==> src/rtl/hdlc_addr_filter.sv <==
module hdlc_addr_filter #(
  parameter int BW = 8,
  parameter logic [BW-1:0] GRP_A = 8'hFC,
  parameter logic [BW-1:0] GRP_B = 8'hFE,
  parameter logic [BW-1:0] BCAST = 8'hFF
) (
  input  logic          clk,
  input  logic          rst_n,
  input  logic [2:0]    mode,
  input  logic [BW-1:0] hi_cmp_a,
  input  logic [BW-1:0] hi_cmp_b,
  input  logic [BW-1:0] lo_cmp_a,
  input  logic [BW-1:0] lo_cmp_b,
  input  logic          byte_vld,
  input  logic [BW-1:0] byte_data,
  input  logic          sof,
  input  logic          eof,
  output logic          dec_vld,
  output logic          dec_accept,
  output logic [1:0]    dec_src
);
  localparam logic [2:0] M_ONE = 3'b010;
  localparam logic [2:0] M_TWO = 3'b011;
  localparam logic [2:0] M_XT  = 3'b100;
  localparam logic [2:0] M_LO  = 3'b101;
  localparam logic [2:0] M_ALL = 3'b110;
  localparam logic [2:0] M_HI  = 3'b111;
  localparam logic [1:0] S_A    = 2'd0;
  localparam logic [1:0] S_B    = 2'd1;
  localparam logic [1:0] S_FIX  = 2'd2;
  localparam logic [1:0] S_NONE = 2'd3;

  logic       wait2, hi_ok;
  logic [2:0] fmode;
  logic       decide, acc, go2;
  logic [1:0] src;

  wire first  = byte_vld & sof;
  wire second = byte_vld & ~sof & wait2;

  wire [1:0] lo_own = (byte_data == lo_cmp_a) ? S_A :
                      (byte_data == lo_cmp_b) ? S_B : S_NONE;
  wire [1:0] lo_hit = (lo_own != S_NONE) ? lo_own :
                      (byte_data == BCAST) ? S_FIX : S_NONE;
  wire [1:0] hi_hit = (byte_data == hi_cmp_a) ? S_A :
                      (byte_data == hi_cmp_b) ? S_B :
                      (byte_data == GRP_A || byte_data == GRP_B) ? S_FIX : S_NONE;

  always_comb begin
    decide = 1'b0;
    acc    = 1'b0;
    src    = S_NONE;
    go2    = 1'b0;
    if (first) begin
      unique case (mode)
        M_ONE: begin
          decide = 1'b1;
          acc    = (lo_own != S_NONE);
          src    = lo_own;
        end
        M_TWO, M_LO: begin
          if (eof) decide = 1'b1;
          else     go2    = 1'b1;
        end
        M_HI: begin
          decide = 1'b1;
          acc    = (hi_hit != S_NONE);
          src    = hi_hit;
        end
        M_ALL, M_XT: begin
          decide = 1'b1;
          acc    = 1'b1;
        end
        default: decide = 1'b1;
      endcase
    end else if (second) begin
      decide = 1'b1;
      acc    = (lo_hit != S_NONE) && ((fmode == M_LO) || hi_ok);
      src    = acc ? lo_hit : S_NONE;
    end
  end

  always_ff @(posedge clk) begin
    if (!rst_n) begin
      wait2      <= 1'b0;
      hi_ok      <= 1'b0;
      fmode      <= M_ALL;
      dec_vld    <= 1'b0;
      dec_accept <= 1'b0;
      dec_src    <= S_NONE;
    end else begin
      wait2      <= go2 | (wait2 & ~byte_vld);
      if (first) begin
        fmode <= mode;
        hi_ok <= (hi_hit != S_NONE);
      end
      dec_vld    <= decide;
      dec_accept <= acc;
      dec_src    <= decide ? src : S_NONE;
    end
  end
endmodule

==> config.mk <==
export PLATFORM = sky130hd
export DESIGN_NAME = hdlc_addr_filter
export DESIGN_NICKNAME = d
export VERILOG_FILES = /design/src/rtl/hdlc_addr_filter.sv
export SDC_FILE = /design/constraint.sdc
export NUM_CORES = 1
export LEC_CHECK = 0
export ABC_CLOCK_PERIOD_IN_PS = 3650
export BUFFER_PORTS_ARGS = -buffer_cell sky130_fd_sc_hd__buf_4
export CORE_UTILIZATION = 25
export DETAILED_ROUTE_END_ITERATION = 8
export GPL_ROUTABILITY_DRIVEN = 0
export SLEW_MARGIN = 20
export SYNTH_ARGS = -nofsm -noshare
export SYNTH_HDL_FRONTEND = slang
export SYNTH_SLANG_ARGS = --single-unit
==> constraint.sdc <==
create_clock -name clk -period 3.65 [get_ports clk]
set_input_delay 0.365 -clock clk [delete_from_list [all_inputs] [get_ports clk]]
set_output_delay 0.365 -clock clk [all_outputs]
set_load 0.005 [all_outputs]
==> run metrics <==
Post-route DRC=0; DIE WIDTH=around 61 um; HP Start=rst_n; CP max stage delay=0.31 ns; post-layout min period=1.391 ns; Reg-to-Reg Start=fmode[1]$_SDFFE_PN1P_; cts hold-fix bufs=0; Distinct cells, synth=28; most frequent cells in the layout=buf_4 (51), xor2_1 (24), xnor2_1 (9), dfxtp_1 (9); hold slack=0.3207 ns; Netlist Area Pre-Place=865.8 um^2; drt total wl=2427 um; initial antenna violation count=0; Inserted Diodes=0; Clock Power Share=0.271; TritonCTS clock tree=done; clk_lat worst skew=~0.26 ns; Comb power frac=0.360; cell taking the most area after synthesis=xor2_1; htree depth=1; R2R Setup Slk=roughly 2.3 ns; CP Class=register to register; First DRT Iteration DRCs=35; Final Skew=0.004818 ns; sequential area share after synthesis=0.2081; Worst Setup Start Kind=register; Hold Crit Class=primary input to register; sequential power share=0.369; commonest non-fill, non-tap cell in the layout=buf_4; CP max FO=3; routed length per instance=12.14 um; Slew @ Worst Pin=~0.38 ns; fin crit share=0.3810; total CTS buffers=3; Design Power=roughly 0.00028 W; layer with the highest usage=met2; Switching Share=0.2818; data required time of the critical path=about 3.8 ns; met1 Track Usage GR=0.1645; Sw Pwr=0.00007869 W; Seq cells post-synth=9; top post-synthesis cells by area=xor2_1 (24%), dfxtp_1 (21%), xnor2_1 (9.1%), nor4_1 (5.1%), a21oi_1 (4.0%); port bufs=51; NumNets Final=203; number of synthesized flops with an enable pin=0; Setup crit end=dec_src[0]$_SDFF_PN1_; DRT Pass-1 Iters=4; I/O pins=52; ys async rst share=0; CP endpoint kind=register; R2R Path End=dec_src[0]$_SDFF_PN1_; post-CTS sizing=0; met3 Use GR=0.01493; Total Neg Setup Slack=0 ns; Post-DP HPWL=2055 um; vias=881; Reg2Reg Depth=5; max capacitance violation total=0; worst vdd rail ir drop=62.29 uV; P_leak=0.5507 nW; fillcell total=359; slowest CP cell=dfxtp_1; cell area power density=220.1 mW/mm^2; die area=0.003703 mm^2; Syn Area/Cell=around 8 um^2; Final setup violation count=0; global-route wire length before repair=3684 um; Post-Synthesis Cells=107; core box area=0.003337 mm^2; CTS sink count=9; Worst-path clk slew=0.06 ns; maximum number of pins on one net before global-route repair=9; internal power=0.0002006 W; status=finished, final reports clean; Die Span Y=60.85 um; root buf cell=clkbuf_4; GRT met2 Usage=0.2496; relative slew slack=0.7435; YS warnings=0; max-slew violation count=0; share of the synthesized area in the top cell type=0.2428; Starting Density=0.2595; Layout Area Growth over Synthesis=46.53%; Fmax=just over 700 MHz; final hold vios=0; DR vias/cell=4.405; GRT Residual Overflow=0; post-route ant nets=0; Clock Tree Buf Depth=2; vias in the first global route=roughly 850; critical path cell sequence=nand3b_1 > a211oi_2 > and4_4 > o2bb2ai_1 > o21ai_1; # rows=21; Critical path origin=fmode[1]$_SDFFE_PN1P_; Worst Path Arrival=1.51 ns; GRT Total Usage=0.1380; Setup Fix Bufs, Post-CTS=0; ys flop type=dfxtp_1; RSZ-0062 raised after global routing=no; Synthesized Nets=approximately 160; layout cell share with drive strength beyond 1=0.3896
worst min-delay path by stage:
stage                            end  depth (start not counted)
6_report       fmode[2]$_SDFFE_PN1P_                          2
5_1_grt        fmode[2]$_SDFFE_PN1P_                          2
4_1_cts        fmode[2]$_SDFFE_PN1P_                          2
3_5_place_dp   fmode[1]$_SDFFE_PN1P_                          2
3_3_place_gp   fmode[1]$_SDFFE_PN1P_                          2
2_1_floorplan  fmode[1]$_SDFFE_PN1P_                          2
stage by stage:
stage / area [um^2] / std cells / utilization / worst slack [ns]
3_5_place_dp: 1242 / 196 / 0.3723 / 2.064
6_report: 1269 / 200 / 0.3802 / 2.259
3_3_place_gp: 1242 / 196 / 0.3723 / 2.110
5_1_grt: 1269 / 200 / 0.3802 / 2.148
4_1_cts: 1269 / 200 / 0.3802 / 2.241
2_1_floorplan: 865.8 / 107 / - / 2.231
power groups by stage:
| stage | clock [W] | combinational, W | sequential [W] |
|---|---|---|---|
| finish | 0.0000758 | 0.000100 | 0.000103 |
| global route | 0.0000837 | 0.000110 | 0.000103 |
| floorplan | 0 | 0.0000526 | 0.000105 |
| detailed placement | 0 | 0.000101 | 0.000105 |
| global placement | 0 | 0.0000992 | 0.000105 |
| CTS | 0.0000788 | 0.000102 | 0.000103 |
cell families after synthesis:
logic type,share of synthesized area
simple gates,0.2384
xor+xnor,0.3338
compound gates,0.1286
buf+inv,0.09102
flops,0.2081
critical path, delay by kind of cell (launching register included):
family	cells	cell delay, ns
AOI/OAI and AO/OA	3	0.51
and+or+nand+nor	2	0.43
DFF	1	0.31
per-layer routing:
layer | up-vias | share of wire
li1 | 459 | -
met1 | 373 | 0.43
met2 | 47 | 0.50
met3 | 2 | 0.066
met4 | 0 | 0.0041
met5 | - | 0
sequential cells by signal, indices dropped and copies added, names as in the netlist:
name        count
dec_accept      1
fmode           3
wait2           1
dec_vld         1
hi_ok           1
dec_src         2
area by class of cell:
class	count	area [um^2]	share of cell area
multi-input cells	86	606.8	0.4783
flip-flops and latches	9	180.2	0.1420
inverters	4	15.01	0.01183
repair buffers	51	382.9	0.3018
clock buffers	4	26.28	0.02071
well taps	46	57.56	0.04536
Yosys cell counts, drive strengths merged (2+ instances only):
master,count
xor2,24
dfxtp,9
xnor2,9
buf,8
nand2,8
a21oi,7
nor2,7
nor4,7
nand3,5
inv,4
o21ai,4
nand4,3
a211oi,2
nand3b,2
nor3,2
No activity file was read; power rests on OpenSTA's default activity.
